$ cat src/rtl/rxr_pkg.sv
`timescale 1ns/1ps
package rxr_pkg;
    localparam int CNT_W     = 16;
    localparam int LANES     = 4;
    localparam int PAD_BYTES = 2;
    localparam int OWN_BIT   = 31;
    localparam int IE_BIT    = 23;
    localparam int FIRST_BIT = 17;
    localparam int LAST_BIT  = 16;
    localparam int ES_BIT    = 15;

    typedef struct packed {
        logic [31:0]      cmd;
        logic [CNT_W-1:0] size;
        logic [31:0]      bptr;
        logic [31:0]      nxt;
    } desc_t;

    typedef enum logic [2:0] {
        ST_IDLE, ST_FETCH, ST_DATA, ST_DROP, ST_WB_CNT, ST_WB_STS
    } st_e;

    function automatic logic [31:0] close_status(logic [31:0] cmd, logic es);
        logic [31:0] r;
        r            = cmd;
        r[OWN_BIT]   = 1'b0;
        r[FIRST_BIT] = 1'b1;
        r[LAST_BIT]  = 1'b1;
        r[ES_BIT]    = es;
        return r;
    endfunction
endpackage

$ cat src/rtl/rxr_desc_fetch.sv
`timescale 1ns/1ps
module rxr_desc_fetch
    import rxr_pkg::*;
#(
    parameter int ADDR_W = 32
) (
    input  logic              clk,
    input  logic              rst,
    input  logic              start,
    input  logic [ADDR_W-1:0] base,
    output logic              rd_req,
    output logic [ADDR_W-1:0] rd_addr,
    input  logic [31:0]       rdata,
    output logic              done,
    output desc_t             desc
);
    localparam int WORDS = 4;

    logic       busy;
    logic [2:0] iss;
    logic       pend_v;
    logic [1:0] pend_i;

    assign rd_req  = busy && (iss < 3'(WORDS));
    assign rd_addr = base + ADDR_W'({iss[1:0], 2'b00});

    always_ff @(posedge clk) begin
        if (rst) begin
            busy   <= 1'b0;
            iss    <= '0;
            pend_v <= 1'b0;
            pend_i <= '0;
            done   <= 1'b0;
            desc   <= '0;
        end else begin
            done   <= 1'b0;
            pend_v <= rd_req;
            pend_i <= iss[1:0];
            if (start) begin
                busy <= 1'b1;
                iss  <= '0;
            end else if (rd_req) begin
                iss <= iss + 3'd1;
            end
            if (pend_v) begin
                case (pend_i)
                    2'd0:    desc.cmd  <= rdata;
                    2'd1:    desc.size <= rdata[31:16];
                    2'd2:    desc.bptr <= rdata;
                    default: desc.nxt  <= rdata;
                endcase
                if (pend_i == 2'd3) begin
                    done <= 1'b1;
                    busy <= 1'b0;
                end
            end
        end
    end
endmodule

$ cat src/rtl/rxr_pack.sv
`timescale 1ns/1ps
module rxr_pack
    import rxr_pkg::*;
(
    input  logic             clk,
    input  logic             rst,
    input  logic             init,
    input  logic             push,
    input  logic             flush,
    input  logic [1:0]       lane,
    input  logic [7:0]       din,
    output logic             wr,
    output logic [8*LANES-1:0] wdata,
    output logic [LANES-1:0] wstrb
);
    logic [8*LANES-1:0] dq;
    logic [LANES-1:0]   sq;

    for (genvar g = 0; g < LANES; g++) begin : g_lane
        assign wdata[8*g +: 8] = (lane == 2'(g)) ? din : dq[8*g +: 8];
        assign wstrb[g]        = (lane == 2'(g)) | sq[g];
    end

    assign wr = push && ((lane == 2'(LANES - 1)) || flush);

    always_ff @(posedge clk) begin
        if (rst) begin
            dq <= '0;
            sq <= '0;
        end else if (init) begin
            dq <= '0;
            sq <= LANES'((1 << PAD_BYTES) - 1);
        end else if (push) begin
            if (wr) begin
                dq <= '0;
                sq <= '0;
            end else begin
                dq <= wdata;
                sq <= wstrb;
            end
        end
    end
endmodule

$ cat src/rtl/rxr_ring_rx.sv
`timescale 1ns/1ps
module rxr_ring_rx
    import rxr_pkg::*;
#(
    parameter int ADDR_W = 32
) (
    input  logic              clk,
    input  logic              rst,
    input  logic [ADDR_W-1:0] ring_base,
    input  logic              in_valid,
    input  logic [7:0]        in_data,
    input  logic              in_last,
    input  logic              in_err,
    output logic              in_ready,
    output logic              mem_req,
    output logic              mem_we,
    output logic [ADDR_W-1:0] mem_addr,
    output logic [31:0]       mem_wdata,
    output logic [3:0]        mem_wstrb,
    input  logic [31:0]       mem_rdata,
    output logic              irq,
    output logic              nores,
    output logic [ADDR_W-1:0] cur_ptr
);
    st_e              st;
    desc_t            d;
    logic [CNT_W-1:0] cnt;
    logic             trunc, errs;
    logic             f_start, f_done, f_req;
    logic [ADDR_W-1:0] f_addr;
    logic             acc, push, flush, pk_init, pk_wr;
    logic [31:0]      pk_wdata;
    logic [3:0]       pk_wstrb;

    assign f_start = (st == ST_IDLE) && in_valid;
    assign in_ready = (st == ST_DATA) || (st == ST_DROP);
    assign acc     = (st == ST_DATA) && in_valid;
    assign push    = acc && (cnt < d.size);
    assign flush   = in_last || ((cnt + CNT_W'(1)) == d.size);
    assign pk_init = (st == ST_FETCH) && f_done && d.cmd[OWN_BIT];

    rxr_desc_fetch #(.ADDR_W(ADDR_W)) u_fetch (
        .clk(clk), .rst(rst), .start(f_start), .base(cur_ptr),
        .rd_req(f_req), .rd_addr(f_addr), .rdata(mem_rdata),
        .done(f_done), .desc(d)
    );

    rxr_pack u_pack (
        .clk(clk), .rst(rst), .init(pk_init), .push(push), .flush(flush),
        .lane(cnt[1:0]), .din(in_data),
        .wr(pk_wr), .wdata(pk_wdata), .wstrb(pk_wstrb)
    );

    always_comb begin
        mem_req   = 1'b0;
        mem_we    = 1'b0;
        mem_addr  = '0;
        mem_wdata = '0;
        mem_wstrb = '0;
        case (st)
            ST_FETCH: begin
                mem_req  = f_req;
                mem_addr = f_addr;
            end
            ST_DATA: begin
                mem_req   = pk_wr;
                mem_we    = pk_wr;
                mem_addr  = ADDR_W'(d.bptr) + ADDR_W'({cnt[CNT_W-1:2], 2'b00});
                mem_wdata = pk_wdata;
                mem_wstrb = pk_wstrb;
            end
            ST_WB_CNT: begin
                mem_req   = 1'b1;
                mem_we    = 1'b1;
                mem_addr  = cur_ptr + ADDR_W'(4);
                mem_wdata = {d.size, cnt};
                mem_wstrb = 4'hF;
            end
            ST_WB_STS: begin
                mem_req   = 1'b1;
                mem_we    = 1'b1;
                mem_addr  = cur_ptr;
                mem_wdata = close_status(d.cmd, errs | trunc);
                mem_wstrb = 4'hF;
            end
            default: ;
        endcase
    end

    always_ff @(posedge clk) begin
        if (rst) begin
            st      <= ST_IDLE;
            cnt     <= '0;
            trunc   <= 1'b0;
            errs    <= 1'b0;
            irq     <= 1'b0;
            nores   <= 1'b0;
            cur_ptr <= ring_base;
        end else begin
            irq   <= 1'b0;
            nores <= 1'b0;
            case (st)
                ST_IDLE: if (in_valid) st <= ST_FETCH;
                ST_FETCH: if (f_done) begin
                    if (d.cmd[OWN_BIT]) begin
                        st    <= ST_DATA;
                        cnt   <= CNT_W'(PAD_BYTES);
                        trunc <= 1'b0;
                        errs  <= 1'b0;
                    end else begin
                        st <= ST_DROP;
                    end
                end
                ST_DATA: if (acc) begin
                    errs <= errs | in_err;
                    if (push) cnt <= cnt + CNT_W'(1);
                    else      trunc <= 1'b1;
                    if (in_last) st <= ST_WB_CNT;
                end
                ST_WB_CNT: st <= ST_WB_STS;
                ST_WB_STS: begin
                    irq     <= d.cmd[IE_BIT];
                    cur_ptr <= ADDR_W'(d.nxt);
                    st      <= ST_IDLE;
                end
                ST_DROP: if (in_valid && in_last) begin
                    nores <= 1'b1;
                    st    <= ST_IDLE;
                end
                default: st <= ST_IDLE;
            endcase
        end
    end


    sts_order_chk: assert property (@(posedge clk) disable iff (rst)
        (mem_req && mem_we && mem_addr == cur_ptr)
        |-> $past(mem_req && mem_we && mem_addr == cur_ptr + ADDR_W'(4)));


    ptr_move_chk: assert property (@(posedge clk) disable iff (rst)
        !$stable(cur_ptr) |-> $past(mem_req && mem_we && mem_addr == cur_ptr));


    irq_src_chk: assert property (@(posedge clk) disable iff (rst)
        irq |-> $past(mem_we && mem_addr == cur_ptr && !mem_wdata[OWN_BIT]
                      && mem_wdata[IE_BIT]));


    drop_quiet_chk: assert property (@(posedge clk) disable iff (rst)
        (st == ST_DROP) |-> !mem_req);


    cnt_room_chk: assert property (@(posedge clk) disable iff (rst)
        (st == ST_DATA) |-> (cnt <= d.size));
endmodule

$ cat config.mk
export PLATFORM = sky130hd
export DESIGN_NAME = rxr_ring_rx
export DESIGN_NICKNAME = d
export VERILOG_FILES = /design/src/rtl/rxr_pkg.sv /design/src/rtl/rxr_desc_fetch.sv /design/src/rtl/rxr_pack.sv /design/src/rtl/rxr_ring_rx.sv
export SDC_FILE = /design/constraint.sdc
export NUM_CORES = 1
export LEC_CHECK = 0
export BUFFER_PORTS_ARGS = -buffer_cell sky130_fd_sc_hd__buf_2
export CORE_ASPECT_RATIO = 1.5
export CORE_UTILIZATION = 28
export CTS_CLUSTER_SIZE = 20
export DETAILED_ROUTE_END_ITERATION = 6
export PLACE_DENSITY_LB_ADDON = 0.25
export SLEW_MARGIN = 20
export SYNTH_ARGS = -nofsm -noshare
export SYNTH_HDL_FRONTEND = slang
export SYNTH_SLANG_ARGS = --single-unit
$ cat constraint.sdc
create_clock -name clk -period 7 [get_ports clk]
set_clock_uncertainty 0.05 [all_clocks]
set_input_delay 0.35 -clock clk [delete_from_list [all_inputs] [get_ports clk]]
set_output_delay 0.35 -clock clk [all_outputs]
set_load 0.01 [all_outputs]
==> run metrics, run 1 <==
outcome=finished clean; Leak Pwr=0.005224 uW; Hold Path Class=in -> reg; Port Buffers=181; xor and xnor area share after synthesis=3.159%; post-cts sizing count=0; DR iter-0 viols=779; Worst path slowest cell=nor3_1; core area=40430 um^2; Reg clk slew, reported paths=0.07 ns; Worst Tran Pin Value=1.087 ns; Root Buffer=clkbuf_16; Hold Vio Cnt, Final=0; flops & latches, synth=208; H-tree Lvls=1; routed wl met3=1.963 mm; most frequent CP cell=nand3_1; largest net degree at the start of global routing=56; CTS Sinks=208; Worst Setup Path Type=reg -> out; Compound-Gate Fraction of Synth Area=20.95%; register area=4486 um^2; # Max-Cap Violations=0; synth warn=0; grt total ovfl=0; Pwr Density=198.0 nW/um^2; clk buf depth=3; max-slew violations=0; diode count=0; # IOs=182; share of post-route cells with drive strength above 1=19.80%; most common cell after layout, fill and taps aside=nand2_1; Die W=167.9 um; Final Critical Period=5.416 ns; main combinational cell family by area after synthesis=compound AO/OA/AOI/OAI gates; DR DRC count=0; Critical Path RT=6.60 ns; Post-Synth Simple-Gate Area=17.85%; Fmax achieved=184.6 MHz; max incr delay on CP=0.85 ns; num rows=90; clock latency on the worst-skew pair=0.54 ns; Routed WL=42.03 mm; TritonCTS clock tree=done; first-pass GRT wire length=62.86 mm; mux contribution to synthesized area=10.27%; Antenna Violating Nets Remaining=0; number of fill cells=4237; initial antenna violation count=0; cell family with most CP delay=simple AND/OR/NAND/NOR gates; Buf+Inv Stages, Crit Path=2; RSZ-0062 raised after global routing=false; unique cell type count in the Yosys netlist=73; fin cells=2006; sequential share of the synthesized area=38.78%; Net Count, Synth=1470; syn avg cell area=8.541 um^2; highest routed layer=met4; Mapped Area=11560 um^2; Vias/cell=5.330; Max VDD drop=0.1503 mV; die area=42140 um^2; fin nets=1599; Async S/R FF share, synth=0%; number of synthesized flops with an enable pin=32; routed len/inst=20.95 um; Slew HR=27.24%; Worst Setup End Kind=output pin; dpl cells=1962; Initial Utilization=28.61%; Routed met2 length=20.97 mm; Die Y=250.9 um; fin crit share=77.37%; vias=10.69k; drt pass-1 iters=6; setup violators final=0; Main synth FF type=dfxtp_1; multi-input logic area=6614 um^2; most frequent cells in the layout=nand2_1, buf_2, dfxtp_1; Global Route Usage Sum=19.56%; cts bufs inserted=24; GP Congestion=0.8930; Arrival @ worst endpoint=5.02 ns; CP startpoint kind=flop; CP Max Fanout=21; crit-path cells=inv_1 > nor2_1 > a21o_1 > ha_1 > fa_1 > nand3_1 > nor3_1 > nand3_1 > maj3_1 > a22o_1 > a32oi_1 > o21ai_0 > buf_2; Post-Synthesis Cells=1354; vias in the first global route=10.24k; Adder-Cell Fraction of Synth Area=4.609%; met1 wire length=17.91 mm; Setup TNS=0 ns; DP HPWL=31.14 mm; Area Growth Syn to Fin=17.68%
stage by stage:
stage          utilization [%]  area, um^2  hold WS (ns)  total power (uW)  setup slack (ns)
2_1_floorplan                -       11560        0.3802              1399             3.450
3_3_place_gp             31.80       12850        0.3910              1509             2.480
3_5_place_dp             31.80       12850        0.3993              1511             2.272
4_1_cts                  33.66       13610      0.009157              2730             1.672
5_1_grt                  33.66       13610       0.02522              2788             1.322
6_report                 33.66       13610       0.03708              2695             1.584
cells in the mapped netlist (all sizes together), types with 5 or more instances:
master,instances,share of area [%]
o21a,11,0.71
or2,5,0.27
inv,35,1.1
o31ai,6,0.39
a21oi,120,5.2
edfxtp,32,8.3
or3,7,0.38
xnor2,18,1.4
a22oi,13,0.84
o211ai,11,0.71
a31oi,15,0.81
and3,25,1.4
a32o,9,0.78
o22ai,35,1.9
nor3,19,0.91
nor2,93,3.1
nor4,6,0.38
a21o,9,0.58
o221ai,5,0.38
buf,26,1.2
mux2i,77,6.7
a22o,35,2.7
nand2,203,6.6
clkbuf,64,2.1
dfxtp,176,30
nand4,11,0.70
or4,9,0.58
or3b,5,0.38
nand2b,5,0.27
mux2,37,3.6
a211oi,7,0.45
nor2b,12,0.65
xor2,21,1.6
nand3,26,1.2
o21ai,83,3.6
ha,37,4.0
where the power goes:
part / leakage (uW) / total (uW) / internal, uW / switching, uW
Clock: 0.000365 / 1210 / 683 / 529
Sequential: 0.00175 / 1260 / 1240 / 26.4
Combinational: 0.00311 / 220 / 80.6 / 140
sequential cells by signal, summed over array words and instances, names as in the netlist, 2 cells and up:
register and count:
cnt 16, cur_ptr 32, st 3, u_fetch.desc 109
u_fetch.iss 3, u_fetch.pend_i 2, u_pack.dq 32, u_pack.sq 4
layer usage:
layer	vias up	track usage, %
met4	0	6.527
li1	5156	-
met3	63	2.314
met1	5155	24.23
met2	318	34.81
met5	-	0
tightest hold or removal path, cell delays in order:
cell and delay, ns:
buf_2 0.13, nand2_1 0.06, a21oi_1 0.05
final cells by class:
cell class,count,share of cell area (%)
clock buffer,34,5.001
clock inverter,9,0.4689
inverter,35,0.9653
multi-input combinational,1021,48.60
sequential,208,32.96
tap,506,4.652
timing repair buffer,193,7.355
path summary, 6_finish.rpt:
check	start	end	slack, ns	cells after the start
worst max-delay path	st[2]$_SDFFE_PP0P_	mem_addr[14]	1.58	13
worst min register to register	u_fetch.desc[85]$_SDFFE_PP0P_	u_fetch.desc[85]$_SDFFE_PP0P_	0.41	2
worst max register to register	cnt[1]$_SDFFE_PP0P_	u_pack.dq[28]$_SDFFE_PP0P_	3.11	9
worst min-delay path	mem_rdata[0]	u_fetch.desc[32]$_SDFFE_PP0P_	0.04	3
kinds of logic after synthesis:
kind of cell    after synthesis
simple gates                442
compound gates              383
flops                       208
buf+inv                     125
mux                         114
fa+ha+maj                    42
xor+xnor                     40
repair_timing:
item / in CTS / in global routing
hold endpoints to repair: 2 / 0
hold buffers: 1 / 0
buffers inserted: 0 / 0
setup endpoints to repair: 0 / 0
No activity file was read; power rests on OpenSTA's default activity.
==> run 2: changes to the inputs <==
clock period = 4.9 ns   (was 7 ns; I/O delays follow)
==> run 2 against run 1 <==
Effect of this change: flip-flop and latch count stayed put; global-route usage is 0.69 points higher; first-iteration DRC count rose by 4.5%; final cell count increased by 3.4%; routed wire length is 3.4% higher; combinational power rose by 64%; via count rose by 4.0%; critical path depth did not move; sequential share of layout area shrank 1.7 points; non-clock buffer count rose by 68; hold slack worse by 0.016 ns; total power increased by 49%; critical path type unchanged; largest power group is now clock.
==> run metrics, run 2 (synthesized netlist as in run 1, its figures left out) <==
largest net degree at the start of global routing=61; Worst path slowest cell=or4_1; clk buf depth=3; first-pass GRT wire length=65.12 mm; Global Route Usage Sum=20.25%; CP startpoint kind=flop; Worst Setup Path Type=reg -> out; routed len/inst=20.96 um; P_int=2973 uW; Worst Tran Pin Value=1.058 ns; Buf+Inv Stages, Crit Path=2; Reg power frac=45.1%; Die W=167.9 um; TritonCTS clock tree=done; Antenna Violating Nets Remaining=0; max incr delay on CP=0.62 ns; H-tree Lvls=1; GP Congestion=0.8895; share of post-route cells with drive strength above 1=19.27%; Worst Setup End Kind=output pin; drt pass-1 iters=5; max-slew violations=0; Final Critical Period=4.449 ns; Regs by FF count=u_fetch.desc: 109 flops, cur_ptr: 32 flops, u_pack.dq: 32 flops; die area=42140 um^2; crit-path cells=inv_1 > nor2_1 > a21boi_0 > ha_1 > a21oi_1 > nor3_1 > nand3_1 > or4_1 > nor2_1 > xor2_1 > a22oi_1 > nand3_1 > buf_2; num rows=90; most frequent cells in the layout=nand2_1, buf_2, dfxtp_1; Critical Path RT=4.61 ns; Routed WL=43.46 mm; cts bufs inserted=23; fin nets=1666; max FFs per register=109; initial antenna violation count=1; DR DRC count=0; Clk pwr share=45.9%; most common cell after layout, fill and taps aside=nand2_1; Slew HR=29.23%; Switch Pwr=1031 uW; grt total ovfl=0; cell family with most CP delay=simple AND/OR/NAND/NOR gates; switching share of power=25.75%; Comb pwr share=9.0%; DP HPWL=31.49 mm; Initial Utilization=28.61%; vias=11.12k; Fmax achieved=224.7 MHz; CTS Sinks=208; CP Max Fanout=6; core area=40430 um^2; Root Buffer=clkbuf_16; Vias/cell=5.360; Reg clk slew, reported paths=0.07 ns; DR iter-0 viols=814; outcome=finished clean; fin crit share=90.80%; RSZ-0062 raised after global routing=false; Hold Vio Cnt, Final=0; Top reg by flops=u_fetch.desc; # Max-Cap Violations=0; Max VDD drop=0.2854 mV; Die Y=250.9 um; Leak Pwr=0.005545 uW; fin area=14340 um^2; # IOs=182; Setup TNS=0 ns; Port Buffers=181; Pwr Density=279.3 nW/um^2; clock latency on the worst-skew pair=0.56 ns; vias in the first global route=10.82k; Hold Path Class=in -> reg; Arrival @ worst endpoint=4.15 ns; Area Growth Syn to Fin=23.97%; dpl cell area=12900 um^2; setup violators final=0
==> run 2: worst paths after layout <==
path | start | endpoint | slack, ns | depth (start not counted)
worst max-delay path | st[2]$_SDFFE_PP0P_ | mem_addr[31] | 0.45 | 13
worst min-delay path | in_data[6] | u_pack.dq[22]$_SDFFE_PP0P_ | 0.02 | 3
worst max register to register | cnt[1]$_SDFFE_PP0P_ | u_pack.dq[5]$_SDFFE_PP0P_ | 1.36 | 10
worst min register to register | u_fetch.desc[107]$_SDFFE_PP0P_ | u_fetch.desc[107]$_SDFFE_PP0P_ | 0.40 | 2
==> run 2: tightest hold or removal path, cell delays in order <==
cell	delay, ns
buf_2	0.18
mux2i_1	0.10
nor2_1	0.07
==> run 2: area by class of cell <==
class	count	area [um^2]
flip-flops and latches	208	4486
diodes	1	2.502
repair buffers	261	1694
clock buffers	32	660.6
inverters	35	131.4
clock inverters	10	116.4
well taps	506	633.1
fillers	4205	26090
multi-input cells	1021	6614
==> run 2: metal layers <==
layer  up-vias  wire [um]  GRT usage [%]
met3        76       2129          2.330
met4         0       1308          7.733
li1       5291          -              -
met5         -          0              0
met1      5359      18210          24.76
met2       390      21820          36.05
==> run 2: power groups by stage <==
| stage | Clock (uW) | Sequential (uW) | Combinational [uW] |
|---|---|---|---|
| final | 1840 | 1810 | 360 |
| after floorplan | 0 | 1830 | 165 |
| after global routing | 1940 | 1810 | 388 |
| after detailed placement | 0 | 1840 | 319 |
| after CTS | 1870 | 1810 | 361 |
| after global placement | 0 | 1840 | 316 |
==> run 2: stage by stage <==
stage | std cells | setup WS (ns) | total power (uW) | hold WS [ns] | util, %
6_report | 2074 | 0.4506 | 4004 | 0.02122 | 35.47
2_1_floorplan | 1354 | 1.455 | 1999 | 0.3141 | -
4_1_cts | 2073 | 0.4886 | 4038 | 0.006183 | 35.46
3_3_place_gp | 1964 | 1.178 | 2160 | 0.3926 | 31.84
3_5_place_dp | 1965 | 1.088 | 2164 | 0.3966 | 31.90
5_1_grt | 2073 | 0.1177 | 4134 | 0.01284 | 35.46
==> run 2: repair_timing <==
item,in CTS,in global routing
gates resized for setup,0,0
endpoints found under the hold margin,134,0
setup buffers,0,0
hold buffers,66,0
setup endpoints to repair,0,0
==> run 3: changes to the inputs <==
ABC_AREA = 1   (was default)
==> run 3 against run 2 <==
Effect of this change: sequential share of layout area is 0.18 points lower; first-iteration DRC count up 13%; clock power fell by 2%; synthesized cell count up 25%; largest cell class unchanged; register-to-register slack gained 0.68 ns; critical endpoint is now mem_addr[30]; critical path type unchanged; die area grew 0.85%; combinational power increased by 4%.
==> run metrics, run 3 <==
Area Growth Syn to Fin=23.60%; clock latency on the worst-skew pair=0.54 ns; share of Yosys cell area claimed by the top area cell type=30.21%; Worst Setup Path Type=reg -> out; DR iter-0 viols=920; Main synth FF type=dfxtp_1; xor and xnor area share after synthesis=1.201%; setup violators final=0; fin cells=2464; routed len/inst=19.41 um; Antenna Violating Nets Remaining=0; vias in the first global route=11.88k; grt total ovfl=0; Pwr Density=276.7 nW/um^2; CP startpoint kind=flop; # Max-Cap Violations=0; RSZ-0062 raised after global routing=false; die area=42490 um^2; # IOs=182; number of fill cells=4466; fin nets=2005; fin crit share=88.22%; core area=41100 um^2; Max VDD drop=0.2445 mV; synth warn=0; Worst Tran Pin Value=0.9237 ns; most frequent cells in the layout=nand2_1, o21ai_0, buf_2; Leak Pwr=0.006062 uW; share of post-route cells with drive strength above 1=13.90%; Top reg by flops=u_fetch.desc; max incr delay on CP=0.39 ns; Root Buffer=clkbuf_16; number of synthesized flops with an enable pin=32; Die W=168.6 um; Routed WL=47.83 mm; Vias/cell=5.069; CTS Sinks=208; sequential share of the synthesized area=38.45%; Compound-Gate Fraction of Synth Area=21.67%; outcome=finished clean; Post-Synth Simple-Gate Area=25.69%; Port Buffers=181; Critical Path RT=4.61 ns; Reg clk slew, reported paths=0.06 ns; Adder-Cell Fraction of Synth Area=4.312%; Post-synth top cells=nand2_1, o21ai_0, inv_1, dfxtp_1, a21oi_1; clk buf depth=3; WHS=0.01697 ns; num rows=91; max-slew violations=0; mux contribution to synthesized area=0%; largest net degree at the start of global routing=65; Worst Setup End Kind=output pin; syn avg cell area=6.898 um^2; vias=12.49k; Global Route Usage Sum=22.22%; Post-CTS Setup Inserts=0; first-pass GRT wire length=71.28 mm; Buf+Inv Stages, Crit Path=4; unique cell type count in the Yosys netlist=47; GP Congestion=0.9279; cell family with most CP delay=simple AND/OR/NAND/NOR gates; initial antenna violation count=1; H-tree Lvls=1; drt pass-1 iters=7; TritonCTS clock tree=done; Initial Utilization=28.38%; Final Critical Period=4.323 ns; crit-path cells=nor2_1 > inv_1 > nor2_1 > inv_1 > nand2_1 > ha_1 > fa_1 > nand3_1 > nor2_2 > nand3_1 > nor4_2 > nand3_1 > nor2_1 > nand2_1 > nand3_1 > o21ai_1 > inv_1 > nand2_1 > buf_2; DR DRC count=0; cts bufs inserted=23; CP Max Fanout=6; Net Count, Synth=1807; Setup TNS=0 ns; Arrival @ worst endpoint=4.03 ns; area leader, netlist=dfxtp_1; most frequent CP cell=nand3_1; diode count=0; Fmax achieved=231.3 MHz; max FFs per register=109; Regs by FF count=u_fetch.desc: 109 flops, cur_ptr: 32 flops, u_pack.dq: 32 flops; flops & latches, synth=208; Post-Synthesis Cells=1691; most common cell in the synthesized netlist=nand2_1; Mapped Area=11660 um^2; dpl cells=2369; Hold Path Class=in -> reg; Worst path slowest cell=nor4_2; Slew HR=38.35%; Synth area leaders=dfxtp_1, nand2_1, o21ai_0; DP HPWL=36.59 mm; Die Y=252.0 um; Hold Vio Cnt, Final=0; most common cell after layout, fill and taps aside=nand2_1; Async S/R FF share, synth=0%; main combinational cell family by area after synthesis=simple AND/OR/NAND/NOR gates
==> run 3: changes by cell type after synthesis, moves of 14 or more <==
cell	before	now
nor2_1	91	113
nand2_1	203	410
mux2_2	37	0
a22o_1	35	0
nand3_1	24	119
xnor2_1	18	4
and3_1	25	0
inv_1	33	177
a21oi_1	119	153
mux2i_1	77	0
o21ai_0	82	199
==> run 3: worst paths after layout <==
kind	startpoint	to	slack (ns)	depth (start not counted)
hold / removal	mem_rdata[11]	u_fetch.desc[43]$_SDFFE_PP0P_	0.02	3
setup / recovery	st[1]$_SDFFE_PP0P_	mem_addr[30]	0.58	19
hold reg to reg	u_pack.sq[3]$_SDFFE_PP0P_	u_pack.sq[3]$_SDFFE_PP0P_	0.38	2
setup reg to reg	cnt[1]$_SDFFE_PP0P_	u_pack.sq[3]$_SDFFE_PP0P_	2.04	17
==> run 3: worst register-to-register path, cell delays in order (launching register included) <==
cell and delay, ns:
dfxtp_1 0.45, ha_1 0.25, nand3_1 0.14, inv_1 0.26
nand2_1 0.08, nand2_1 0.08, nand2_1 0.07, nand2_1 0.06
nand2_1 0.05, inv_1 0.04, nand2_1 0.05, nor2_1 0.28
nand3_4 0.23, buf_4 0.29, nand2_1 0.10, nand2_1 0.11
nand2_1 0.11, nor2_1 0.05
==> run 3: layout make-up <==
class                   count  area, um^2  share of cell area (%)
multi-input cells        1222        6190                   42.94
flip-flops and latches    208        4484                   31.11
clock inverters            13       135.1                  0.9373
repair buffers            252        1597                   11.07
well taps                 558       698.2                   4.843
inverters                 182       683.2                   4.739
clock buffers              29       629.4                   4.366
==> run 3: timing repair <==
| item | in CTS | in global routing |
|---|---|---|
| setup endpoints to repair | 0 | 0 |
| hold buffers | 53 | 0 |
| resized for setup | 0 | 0 |
| hold endpoints to repair | 75 | 0 |
==> run 3: per-layer routing <==
metal	wire length, um	global-route usage, %
met2	24270	40.71
met4	2577	12.05
met5	13	0
met1	18830	24.83
met3	2137	2.651
==> run 3: report_power, final <==
group          switching (uW)  internal, uW
registers                41.2          1780
clock network             771          1030
logic                     240           135
==> run 3: cells by family after synthesis <==
logic type | count (synthesis)
fa+ha+maj | 39
flops | 208
simple gates | 709
xor+xnor | 16
buf+inv | 261
compound gates | 458
==> run 3: metrics by stage <==
step | power (uW) | utilization (%) | area (um^2) | setup WS, ns
after floorplan | 2020 | - | 11660 | 1.956
after global placement | 2195 | 31.92 | 13120 | 1.199
after detailed placement | 2197 | 31.92 | 13120 | 1.136
after CTS | 4030 | 35.07 | 14420 | 0.5428
after global routing | 4128 | 35.07 | 14420 | 0.2551
final | 3989 | 35.07 | 14420 | 0.5773
